$ cat src/rtl/wfgate_pkg.sv
package wfgate_pkg;

    localparam int NUM_SPACES  = 2;
    localparam int RD_BUS_CYC  = 4;
    localparam int WR_BUS_CYC  = 8;

    typedef enum logic [3:0] {
        CL_ALU     = 4'd0,
        CL_BRANCH  = 4'd1,
        CL_RETURN  = 4'd2,
        CL_NOP     = 4'd3,
        CL_BARRIER = 4'd4,
        CL_LOAD    = 4'd5,
        CL_STORE   = 4'd6,
        CL_ATOMIC  = 4'd7,
        CL_FENCE   = 4'd8
    } op_class_e;

    typedef enum logic [1:0] {
        SP_NONE   = 2'd0,
        SP_GLOBAL = 2'd1,
        SP_LOCAL  = 2'd2,
        SP_BAD    = 2'd3
    } mem_space_e;

    typedef struct packed {
        logic known;      // class code is recognised
        logic mem;        // goes to a memory unit
        logic rd_side;    // counts as a read, waits for writes
        logic wr_side;    // counts as a write, waits for reads
        logic alu_pipe;   // occupies the ALU pipe
        logic takes_slot; // occupies the ALU-unit issue slot
    } op_attr_t;

    function automatic op_attr_t decode_op(input logic [3:0] code);
        op_attr_t a;
        a = '0;
        case (op_class_e'(code))
            CL_ALU, CL_BRANCH, CL_RETURN: begin
                a.known = 1'b1; a.alu_pipe = 1'b1; a.takes_slot = 1'b1;
            end
            CL_NOP:     a.known = 1'b1;
            CL_BARRIER: begin a.known = 1'b1; a.takes_slot = 1'b1; end
            CL_LOAD:    begin a.known = 1'b1; a.mem = 1'b1; a.rd_side = 1'b1; end
            CL_STORE:   begin a.known = 1'b1; a.mem = 1'b1; a.wr_side = 1'b1; end
            CL_ATOMIC, CL_FENCE: begin
                a.known = 1'b1; a.mem = 1'b1; a.rd_side = 1'b1; a.wr_side = 1'b1;
            end
            default: a = '0;
        endcase
        return a;
    endfunction

endpackage

$ cat src/rtl/wfgate_timer.sv
module wfgate_timer #(
    parameter int W = 4
) (
    input  logic         clk,
    input  logic         rst,
    input  logic         start,
    input  logic [W-1:0] len,
    output logic         busy
);
    logic [W-1:0] remain;

    always_ff @(posedge clk) begin
        if (rst)
            remain <= '0;
        else if (start)
            remain <= len;
        else if (remain != '0)
            remain <= remain - 1'b1;
    end

    assign busy = (remain != '0);
endmodule

$ cat src/rtl/wfgate_space_ctr.sv
module wfgate_space_ctr #(
    parameter int CW = 3
) (
    input  logic          clk,
    input  logic          rst,
    input  logic          inc_rd,
    input  logic          inc_wr,
    input  logic          dec_rd,
    input  logic          dec_wr,
    output logic [CW-1:0] rd_cnt,
    output logic [CW-1:0] wr_cnt
);
    function automatic logic [CW-1:0] step(input logic [CW-1:0] cur,
                                           input logic up, input logic down);
        if (up && !down)
            return cur + 1'b1;
        else if (down && !up && cur != '0)
            return cur - 1'b1;
        return cur;
    endfunction

    always_ff @(posedge clk) begin
        if (rst) begin
            rd_cnt <= '0;
            wr_cnt <= '0;
        end else begin
            rd_cnt <= step(rd_cnt, inc_rd, dec_rd);
            wr_cnt <= step(wr_cnt, inc_wr, dec_wr);
        end
    end
endmodule

$ cat src/rtl/wfgate.sv
module wfgate
    import wfgate_pkg::*;
#(
    parameter int ISSUE_PERIOD = 2,
    parameter int BYPASS_LEN   = 3,
    parameter int FIFO_DEPTH   = 4
) (
    input  logic                  clk,
    input  logic                  rst,
    input  logic                  inst_valid,
    input  logic [3:0]            inst_class,
    input  logic [1:0]            inst_space,
    input  logic                  operands_ready,
    input  logic [NUM_SPACES-1:0] rd_done,
    input  logic [NUM_SPACES-1:0] wr_done,
    output logic                  issue_ok,
    output logic                  illegal_op
);
    localparam int NSP     = NUM_SPACES;
    localparam int CNT_W   = $clog2(FIFO_DEPTH + 1);
    localparam int LONG1   = (WR_BUS_CYC > ISSUE_PERIOD) ? WR_BUS_CYC : ISSUE_PERIOD;
    localparam int LONGEST = (LONG1 > BYPASS_LEN) ? LONG1 : BYPASS_LEN;
    localparam int TMR_W   = $clog2(LONGEST + 1);

    op_attr_t             attr;
    logic                 space_ok;
    logic                 space_idx;
    logic [NSP-1:0]       sel;
    logic [NSP-1:0]       mem_ready;
    logic [NSP-1:0]       mem_go;
    logic [NSP-1:0]       bus_busy;
    logic [NSP-1:0]       mslot_busy;
    logic [NSP-1:0][CNT_W-1:0] rd_cnt;
    logic [NSP-1:0][CNT_W-1:0] wr_cnt;
    logic                 aslot_busy;
    logic                 apipe_busy;
    logic                 alu_ready;
    logic                 unit_ready;
    logic                 alu_go;

    assign attr      = decode_op(inst_class);
    assign space_ok  = (inst_space == SP_GLOBAL) || (inst_space == SP_LOCAL);
    assign space_idx = (inst_space == SP_LOCAL);

    assign illegal_op = inst_valid && (!attr.known || (attr.mem && !space_ok));

    for (genvar s = 0; s < NSP; s++) begin : g_space
        logic [CNT_W:0] in_pipe;

        assign sel[s]   = attr.mem && space_ok && (int'(space_idx) == s);
        assign in_pipe  = {1'b0, rd_cnt[s]} + {1'b0, wr_cnt[s]};
        assign mem_ready[s] = !(attr.rd_side && wr_cnt[s] != '0)
                           && !(attr.wr_side && rd_cnt[s] != '0)
                           && !bus_busy[s]
                           && !mslot_busy[s]
                           && (int'(in_pipe) < FIFO_DEPTH);
        assign mem_go[s] = issue_ok && sel[s];

        wfgate_space_ctr #(.CW(CNT_W)) u_ctr (
            .clk    (clk),
            .rst    (rst),
            .inc_rd (mem_go[s] && attr.rd_side),
            .inc_wr (mem_go[s] && attr.wr_side),
            .dec_rd (rd_done[s]),
            .dec_wr (wr_done[s]),
            .rd_cnt (rd_cnt[s]),
            .wr_cnt (wr_cnt[s])
        );

        wfgate_timer #(.W(TMR_W)) u_bus (
            .clk   (clk),
            .rst   (rst),
            .start (mem_go[s]),
            .len   (attr.wr_side ? TMR_W'(WR_BUS_CYC) : TMR_W'(RD_BUS_CYC)),
            .busy  (bus_busy[s])
        );

        wfgate_timer #(.W(TMR_W)) u_slot (
            .clk   (clk),
            .rst   (rst),
            .start (mem_go[s]),
            .len   (TMR_W'(ISSUE_PERIOD)),
            .busy  (mslot_busy[s])
        );
    end

    assign alu_ready  = !aslot_busy && !(attr.alu_pipe && apipe_busy);
    assign unit_ready = attr.mem ? |(sel & mem_ready) : (attr.known && alu_ready);
    assign issue_ok   = inst_valid && operands_ready && !illegal_op && unit_ready;
    assign alu_go     = issue_ok && !attr.mem;

    wfgate_timer #(.W(TMR_W)) u_alu_slot (
        .clk   (clk),
        .rst   (rst),
        .start (alu_go && attr.takes_slot),
        .len   (TMR_W'(ISSUE_PERIOD)),
        .busy  (aslot_busy)
    );

    wfgate_timer #(.W(TMR_W)) u_alu_pipe (
        .clk   (clk),
        .rst   (rst),
        .start (alu_go && attr.alu_pipe),
        .len   (TMR_W'(BYPASS_LEN)),
        .busy  (apipe_busy)
    );
endmodule

$ cat config.mk
export PLATFORM = sky130hd
export DESIGN_NAME = wfgate
export DESIGN_NICKNAME = d
export VERILOG_FILES = /design/src/rtl/wfgate_pkg.sv /design/src/rtl/wfgate_timer.sv /design/src/rtl/wfgate_space_ctr.sv /design/src/rtl/wfgate.sv
export SDC_FILE = /design/constraint.sdc
export NUM_CORES = 1
export LEC_CHECK = 0
export BUFFER_PORTS_ARGS = -buffer_cell sky130_fd_sc_hd__buf_2
export CAP_MARGIN = 20
export CORE_MARGIN = 10
export CORE_UTILIZATION = 45
export CTS_CLUSTER_DIAMETER = 80
export DETAILED_ROUTE_END_ITERATION = 12
export SLEW_MARGIN = 20
export SYNTH_ARGS = -nofsm -noshare
export SYNTH_HDL_FRONTEND = slang
export SYNTH_SLANG_ARGS = --single-unit
export TNS_END_PERCENT = 1
$ cat constraint.sdc
create_clock -name clk -period 6.4 [get_ports clk]
set_input_delay 1.92 -clock clk [delete_from_list [all_inputs] [get_ports clk]]
set_output_delay 1.92 -clock clk [all_outputs]
set_load 0.02 [all_outputs]
==> metrics, run 1 <==
status finished, final reports clean; ANT nets after route 0; dominant register cell in the synthesized netlist dfxtp_1; Avg Inst Size Synth 8.63 sq um; Worst Hold Slack 0.482 ns; Peak Freq 174 MHz; EDFF count, synth 0; reg2reg setup slack 2.85 ns; RSZ-0062 raised after global routing no; r2r endpoint g_space[1].u_ctr.rd_cnt[2]; clock sinks 36; synth warn 0; drt pass-1 iters 4; critical path class in2out; post_cts resized 0; Synth Register Bits 36; die footprint 0.00895 sq mm; Core Region 0.00544 sq mm; crit share post-route 0.900; FP Rows 27; Setup Skew 0.00439 ns; distinct cell type count after synthesis 62; Num CTS Buffers 5; Die Y 94.6 um; count of final hold-check violations 0; Worst Setup SP inst_space[0]; CTS tree yes; number of I/O pins 16; ys async rst share 0; CP Data Arrival Time 3.84 ns; Worst Hold Class reg2reg; clk root buf clkbuf_8; Power Dens Cells 390 mW/mm^2; reg2reg start g_space[0].u_bus.remain[0]; Fillers 518; hold_buf cts 0; pin count of the biggest net entering global routing 35; synthesized instance count 290; Clock Tree Buf Depth 2; drt drc 0; drt via density 5.78; Worst-Margin Slew 0.651 ns; Worst setup SP type primary input; Req. time, crit path 4.48 ns; Final setup violation count 0; antenna violations before repair 0; H-tree levels 2; number of DRC markers in iteration 0 113; # diodes 0; first-pass GRT wire length 9270 um; gr usage total 0.127; register area share after synthesis 0.288; maximum VDD drop 0.000205 V; CP endpoint issue_ok; layout cells sized above 1 0.145; Critical Path End Type primary output; Synthesized Nets 319; gp weighted congestion 0.807; setup TNS 0 ns; total gr overflow 0; Die W 94.6 um; Layout area overhead 8.75%; vias in the first global route 1,986; Netlist Area Pre-Place 0.00250 sq mm; relative slew slack 0.560; number of cells on the worst reg-to-reg path 11; CP max FO 10; Slew Limit Fails 0; DPL Wire Length 4140 um; Port Buffers 15; Pleak 0.00109 uW; Worst-path clk slew 0.07 ns; clk_lat worst skew 0.29 ns; Min Clock Period, post-route 5.76 ns; vias 2,172; Initial Utilization 0.460; routed len/inst 14.2 um; setup bufs post-CTS 0; drt total wl 5350 um; final net count 333; max capacitance violation total 0
## cells in the final DEF, fill, tap and decap left out, types with 4 or more instances in the layout
master    instances
and3b_1           4
inv_1            13
mux2_4            4
a21oi_1          17
nor3b_1           9
ha_1             11
nand2b_1          7
or3_1             8
buf_2            15
xnor2_1           9
nor3_1           17
nor4b_1           6
o21ai_0          11
dfxtp_1          36
clkbuf_8          7
nor4_1            5
nand3_1           5
nand2_1          18
nor2_1           31
fa_1              4
## critical path: stages
cell	delay, ns
buf_2	0.08
inv_1	0.04
ha_1	0.44
nor3_1	0.24
nand3_1	0.14
nor4b_1	0.33
buf_4	0.18
nor2_1	0.04
a211oi_1	0.21
buf_2	0.21
## sequential cells by signal (all words and copies together) (netlist names)
signal,cells
u_alu_slot.remain,4
g_space.u_slot.remain,8
g_space.u_ctr.wr_cnt,6
g_space.u_bus.remain,8
u_alu_pipe.remain,4
g_space.u_ctr.rd_cnt,6
## Yosys cell counts (3+ instances only)
library cell | count | share of area
xnor2_1 | 9 | 0.031
nor4b_1 | 6 | 0.021
nand3b_1 | 3 | 0.0090
nor3_1 | 17 | 0.034
dfxtp_1 | 36 | 0.29
nand2b_1 | 7 | 0.017
o21ai_0 | 11 | 0.022
mux2i_1 | 3 | 0.012
inv_1 | 13 | 0.019
nor4_1 | 5 | 0.012
clkbuf_1 | 5 | 0.0075
nand3_1 | 5 | 0.010
a211oi_1 | 3 | 0.0090
or3_1 | 8 | 0.020
and3b_1 | 4 | 0.014
mux2_4 | 4 | 0.024
a31oi_1 | 3 | 0.0075
nor2b_1 | 3 | 0.0075
nor2_1 | 31 | 0.046
fa_1 | 4 | 0.032
o211ai_1 | 3 | 0.0090
a21oi_1 | 17 | 0.034
ha_1 | 11 | 0.055
nor3b_1 | 9 | 0.027
or2_2 | 3 | 0.0075
nand2_1 | 18 | 0.027
## area by class of cell
| cell class | count | area, sq um | share of cell area |
|---|---|---|---|
| Multi-Input combinational cell | 232 | 1680 | 0.619 |
| Clock buffer | 7 | 96.3 | 0.0354 |
| Inverter | 13 | 48.8 | 0.0179 |
| Timing Repair Buffer | 16 | 82.6 | 0.0303 |
| Sequential cell | 36 | 721 | 0.265 |
| Tap cell | 72 | 90.1 | 0.0331 |
## power breakdown
| part | total, uW | internal (uW) | switching [uW] |
|---|---|---|---|
| clock network | 175 | 95.9 | 78.7 |
| logic | 538 | 254 | 284 |
| registers | 350 | 286 | 64.0 |
## through the flow
step	setup WS (ns)	instance area, sq um	instances	power [uW]	util
finish	0.642	2720	376	1060	0.501
global placement	0.685	2630	369	888	0.483
CTS	0.639	2720	376	1070	0.501
detailed placement	0.650	2630	369	892	0.483
floorplan	0.599	2500	290	781	-
global route	0.424	2720	376	1170	0.501
## worst min path at each step
stage / startpoint / to / slack [ns] / cells past startpoint
after global routing: u_alu_slot.remain[3] / u_alu_slot.remain[3] / 0.53 / 2
after floorplan: u_alu_slot.remain[3] / u_alu_slot.remain[3] / 0.45 / 2
after global placement: u_alu_slot.remain[3] / u_alu_slot.remain[3] / 0.47 / 2
after detailed placement: u_alu_slot.remain[3] / u_alu_slot.remain[3] / 0.47 / 2
after CTS: u_alu_slot.remain[3] / u_alu_slot.remain[3] / 0.48 / 2
final: u_alu_slot.remain[3] / u_alu_slot.remain[3] / 0.48 / 2
## metal layers
layer / global-route usage / vias to the layer above / part of all wire
li1: - / 1098 / -
met1: 0.162 / 1012 / 0.47
met2: 0.203 / 50 / 0.47
met3: 0.0293 / 12 / 0.039
met4: 0.0474 / 0 / 0.016
met5: 0 / - / 0
## cells by family after synthesis
family,after synthesis,synth area share
DFF,36,0.288
adders and majority gates,15,0.0870
AOI/OAI and AO/OA,64,0.187
muxes,10,0.0495
buffers and inverters,22,0.0395
xor gates and xnor gates,9,0.0315
and+or+nand+nor,134,0.318
No activity file was read; power rests on OpenSTA's default activity.
==> run 2: changes to the inputs <==
--- a/config.mk
+++ b/config.mk
@@ -14,5 +14,6 @@
 export SLEW_MARGIN = 20
 export SYNTH_ARGS = -nofsm -noshare
 export SYNTH_HDL_FRONTEND = slang
+export SYNTH_HIERARCHICAL = 1
 export SYNTH_SLANG_ARGS = --single-unit
 export TNS_END_PERCENT = 1
==> metrics, run 2 <==
pre-CTS WS 0.681 ns (+0.0308 ns); synth warn 6 (+6); status finished, final reports clean; commonest non-fill, non-tap cell in the layout dfxtp_1; first-pass GRT wire length 8970 um (-3.2%); Yosys top cell area share 0.281 (-0.00688); Fillers 515 (-0.58%); setup bufs post-CTS 0 (unchanged); max capacitance violation total 0 (unchanged); routed len/inst 12.7 um (-11%); number of DRC markers in iteration 0 89 (-21%); # diodes 0 (unchanged); CTS tree yes; most frequent cells in the layout dfxtp_1 (36), inv_1 (29), nand2_1 (28); Pleak 0.00116 uW (+6.1%); Min Clock Period, post-route 5.72 ns (-0.0337 ns); Worst Hold Slack 0.565 ns (+0.0830 ns); Peak Freq 175 MHz (+0.59%); Power Dens Cells 377 mW/mm^2 (-3.4%); Final setup violation count 0 (unchanged); Setup Skew 0.0112 ns (+0.00685 ns); synthesized instance count 297 (+2.4%); top cells by area, synth dfxtp_1 (28%), ha_1 (8.3%), inv_1 (4.2%), nand2_1 (4.1%), xnor2_1 (4.1%); biggest regs g_space.u_bus/remain: 8 flops, g_space.u_slot/remain: 8 flops; drt pass-1 iters 4 (unchanged); count leader, synth dfxtp_1; clock sinks 36 (unchanged); top post-synthesis cells by count dfxtp_1 (36), inv_1 (29), nand2_1 (28); drt via density 5.27 (-8.9%); total gr overflow 0 (unchanged); vias 2,164 (-0.37%); drt total wl 5220 um (-2.5%); Critical Path End Type primary output; vias in the first global route 1,898 (-4.4%); DPL Wire Length 3840 um (-7.3%); dominant register cell in the synthesized netlist dfxtp_1; clk_lat worst skew 0.29 ns (about the same); ys async rst share 0 (unchanged); post_cts resized 0 (unchanged); RSZ-0062 raised after global routing no; count of final hold-check violations 0 (unchanged); Clock Tree Buf Depth 2 (unchanged); final net count 373 (+12%); crit share post-route 0.894 (-0.00527); Die Y 95.5 um (+0.96%); hold_buf cts 0 (unchanged); Die W 95.5 um (+0.96%); distinct cell type count after synthesis 50 (-19%); dominant cell type by area after synthesis dfxtp_1; register area share after synthesis 0.281 (-0.00688); setup TNS 0 ns (unchanged); layout cells sized above 1 0.174 (+0.0293); maximum VDD drop 0.000224 V (+9.5%); finished layout cell area 0.00292 sq mm (+7.1%); Num CTS Buffers 5 (unchanged); ANT nets after route 0 (unchanged); Initial Utilization 0.466 (+0.00549); PnR worst setup slack 0.676 ns (+0.0337 ns); die footprint 0.00912 sq mm (+1.9%); Cell Area, Placed 0.00281 sq mm (+6.8%); antenna violations before repair 0 (unchanged); gr usage total 0.120 (-0.00650); H-tree levels 2 (unchanged); Worst setup SP type primary input; gp weighted congestion 0.809 (+0.24%); relative slew slack 0.401 (-0.159); Worst-Margin Slew 0.899 ns (+0.248 ns); Synth Register Bits 36 (unchanged); number of I/O pins 16 (unchanged); Worst Hold Class reg2reg; pin count of the biggest net entering global routing 45 (+29%); Worst-path clk slew 0.08 ns (about the same); CP Data Arrival Time 3.80 ns (-0.04 ns); FP Rows 27 (unchanged); Avg Inst Size Synth 8.64 sq um (about the same); Port Buffers 15 (unchanged); clk root buf clkbuf_8; Req. time, crit path 4.48 ns (about the same); Final Power 1100 uW (+3.4%); Layout area overhead 13.7%; critical path class in2out; Netlist Area Pre-Place 0.00256 sq mm (+2.4%); drt drc 0 (unchanged); CP max FO 4 (-6); Slew Limit Fails 0 (unchanged); Core Region 0.00551 sq mm (+1.2%); EDFF count, synth 0 (unchanged)
==> run 2: per-stage QoR <==
step	util	instances
finish	0.530	411
global route	0.530	411
CTS	0.530	411
detailed placement	0.509	403
global placement	0.509	403
floorplan	-	315
==> run 2: path summary, 6_finish.rpt <==
check | to | slack (ns) | depth (start not counted) | start
worst max-delay path | issue_ok | 0.68 | 9 | inst_space[0]
worst min-delay path | g_space[1].u_ctr/rd_cnt[1] | 0.56 | 2 | g_space[1].u_ctr/rd_cnt[1]
worst max register to register | g_space[0].u_ctr/wr_cnt[2] | 2.48 | 13 | g_space[0].u_bus/remain[0]
worst min register to register | g_space[1].u_ctr/rd_cnt[1] | 0.56 | 2 | g_space[1].u_ctr/rd_cnt[1]
==> run 2: report_power, final <==
| group | leakage, uW | switching [uW] | total [uW] | internal, uW |
|---|---|---|---|---|
| sequential | 0.000296 | 62.7 | 362 | 300 |
| combinational | 0.000806 | 249 | 535 | 286 |
| clock | 0.0000541 | 87.0 | 202 | 115 |
==> run 2: kinds of logic (layout without fill, tap and decap cells) <==
| group | count (synthesis) | count (layout) | synth area share |
|---|---|---|---|
| adders and majority gates | 22 | 22 | 0.118 |
| buffers and inverters | 31 | 55 | 0.0454 |
| other | 2 | 20 | 0.00293 |
| and+or+nand+nor | 106 | 106 | 0.243 |
| xor gates and xnor gates | 12 | 12 | 0.0410 |
| AOI/OAI and AO/OA | 80 | 80 | 0.235 |
| muxes | 8 | 8 | 0.0341 |
| DFF | 36 | 36 | 0.281 |
==> run 2: cell type report <==
class,count,area [sq um],share of cell area
multi-input cells,248,1800,0.616
flip-flops and latches,36,721,0.247
inverters,31,116,0.0399
well taps,72,90.1,0.0309
repair buffers,16,82.6,0.0283
clock buffers,5,68.8,0.0236
clock inverters,3,42.5,0.0146
==> run 2: critical path, cell delays in order <==
cell	delay, ns
buf_2	0.07
inv_1	0.03
ha_1	0.21
or4_4	0.55
nor4_4	0.22
o221ai_2	0.17
a21o_1	0.21
a211oi_2	0.22
buf_2	0.20
==> run 2: per-layer routing <==
metal	track usage	share of wire	wire [um]
met1	0.161	0.51	2650
met2	0.184	0.44	2320
met3	0.0346	0.043	222
met4	0.0332	0.0052	27
met5	0	0	0
==> run 3: changes to the inputs <==
--- a/config.mk
+++ b/config.mk
@@ -5,12 +5,12 @@
 export SDC_FILE = /design/constraint.sdc
 export NUM_CORES = 1
 export LEC_CHECK = 0
-export BUFFER_PORTS_ARGS = -buffer_cell sky130_fd_sc_hd__buf_2
 export CAP_MARGIN = 20
 export CORE_MARGIN = 10
 export CORE_UTILIZATION = 45
 export CTS_CLUSTER_DIAMETER = 80
 export DETAILED_ROUTE_END_ITERATION = 12
+export DONT_BUFFER_PORTS = 1
 export SLEW_MARGIN = 20
 export SYNTH_ARGS = -nofsm -noshare
 export SYNTH_HDL_FRONTEND = slang
==> metrics, run 3 (synthesis gave the netlist of run 2 again) <==
status finished, final reports clean; drt total wl 5120 um (-1.9%); Slew Limit Fails 0 (unchanged); met2 WL post-DR 2280 um (-1.8%); CP Data Arrival Time 3.74 ns (-0.06 ns); drt via density 5.30 (+0.72%); Worst-path clk slew 0.07 ns (about the same); Worst Hold Class reg2reg; antenna violations before repair 0 (unchanged); Num CTS Buffers 5 (unchanged); total gr overflow 0 (unchanged); Worst-Margin Slew 0.833 ns (-0.0659 ns); final net count 358 (-4.0%); pin count of the biggest net entering global routing 45 (unchanged); Setup Skew 0.00450 ns (-0.00674 ns); drt drc 0 (unchanged); Cell Area, Placed 0.00273 sq mm (-2.7%); met3 WL 220 um (-0.90%); max capacitance violation total 0 (unchanged); # diodes 0 (unchanged); Peak Freq 177 MHz (+1.1%); count of final hold-check violations 0 (unchanged); Util after Layout 0.516 (-0.0136); layout cells sized above 1 0.136 (-0.0382); Power Dens Cells 382 mW/mm^2 (+1.4%); Clock Tree Buf Depth 2 (unchanged); routed len/inst 12.9 um (+1.8%); first-pass GRT wire length 8850 um (-1.4%); crit share post-route 0.885 (-0.00957); Slowest-stage cell, CP or4_4; critical path class in2out; post_cts resized 0 (unchanged); Critical Path End Type primary output; Die Y 95.5 um (unchanged); Final setup violation count 0 (unchanged); crit-path cells inv_1, ha_1, or4_4, nor4_4, o221ai_2, a21o_1, a211oi_2; maximum VDD drop 0.000228 V (+1.8%); Layout area overhead 10.8%; hold_buf cts 0 (unchanged); die footprint 0.00912 sq mm (unchanged); most frequent cells in the layout dfxtp_1 (36), inv_1 (29), nand2_1 (28); Min Clock Period, post-route 5.66 ns (-0.0612 ns); clock sinks 36 (unchanged); gr usage total 0.118 (-0.00229); biggest regs g_space.u_bus/remain: 8 flops, g_space.u_slot/remain: 8 flops; met1 wire length 2600 um (-1.9%); Core Region 0.00551 sq mm (unchanged); clk_lat worst skew 0.29 ns (about the same); commonest non-fill, non-tap cell in the layout dfxtp_1; ANT nets after route 0 (unchanged); Die W 95.5 um (unchanged); setup TNS 0 ns (unchanged); CTS tree yes; gp weighted congestion 0.786 (-2.8%); RSZ-0062 raised after global routing no; number of I/O pins 16 (unchanged); drt pass-1 iters 4 (unchanged); Worst setup SP type primary input; Max Used Layer met4; CP max FO 4 (unchanged); vias in the first global route 1,885 (-0.68%); setup bufs post-CTS 0 (unchanged); Port Buffers 0 (-15); H-tree levels 2 (unchanged); vias 2,100 (-3.0%); clk root buf clkbuf_8; DPL Wire Length 3730 um (-2.8%); FP Rows 27 (unchanged); Slowest Stage Delay on Critical Path 0.55 ns (about the same); number of DRC markers in iteration 0 77 (-13%); finished layout cell area 0.00284 sq mm (-2.6%); relative slew slack 0.443 (+0.0419); Req. time, crit path 4.48 ns (about the same); Initial Utilization 0.466 (unchanged); Pleak 0.00109 uW (-5.3%)
run 3: cell count changes in the layout (fill, tap and decap cells not counted), sizes merged:
cell  before  now
buf       16    1
run 3: power breakdown:
| group | internal, uW | total [uW] | leakage [uW] | switching [uW] |
|---|---|---|---|---|
| Clock | 115 | 202 | 0.0000541 | 87.2 |
| Combinational | 284 | 523 | 0.000745 | 239 |
| Sequential | 300 | 361 | 0.000296 | 61.0 |
| Total | 698 | 1090 | 0.00109 | 387 |
run 3: area by class of cell:
class / count / area [sq um]
Clock buffer: 5 / 68.8
Clock inverter: 3 / 42.5
Fill cell: 534 / 2670
Inverter: 31 / 116
Multi-Input combinational cell: 248 / 1800
Sequential cell: 36 / 721
Tap cell: 72 / 90.1
Timing Repair Buffer: 1 / 7.51
run 3: critical path, delay by kind of cell:
| family | cells | cell delay [ns] |
|---|---|---|
| compound gates | 3 | 0.82 |
| fa+ha+maj | 1 | 0.20 |
| buf+inv | 1 | 0.03 |
| simple gates | 2 | 0.78 |
run 3: through the flow:
step / instances / total power (uW) / hold slack (ns) / setup slack [ns]
floorplan: 315 / 805 / 0.506 / 0.858
global placement: 388 / 879 / 0.535 / 0.754
detailed placement: 388 / 888 / 0.548 / 0.709
CTS: 396 / 1100 / 0.561 / 0.709
global route: 396 / 1180 / 0.595 / 0.642
finish: 396 / 1090 / 0.554 / 0.737
run 3: path summary, 6_finish.rpt:
check        slack [ns]                    endpoint                  startpoint  cells past startpoint
max                0.74                    issue_ok               inst_space[0]                      7
min                0.55  g_space[0].u_ctr/wr_cnt[1]  g_space[0].u_ctr/wr_cnt[1]                      2
max reg2reg        2.49  g_space[0].u_ctr/wr_cnt[2]  g_space[0].u_bus/remain[0]                     13
min reg2reg        0.55  g_space[0].u_ctr/wr_cnt[1]  g_space[0].u_ctr/wr_cnt[1]                      2
run 3: layer usage:
layer	vias up	global-route usage
li1	1117	-
met1	959	0.153
met2	22	0.184
met3	2	0.0369
met4	0	0.0344
met5	-	0
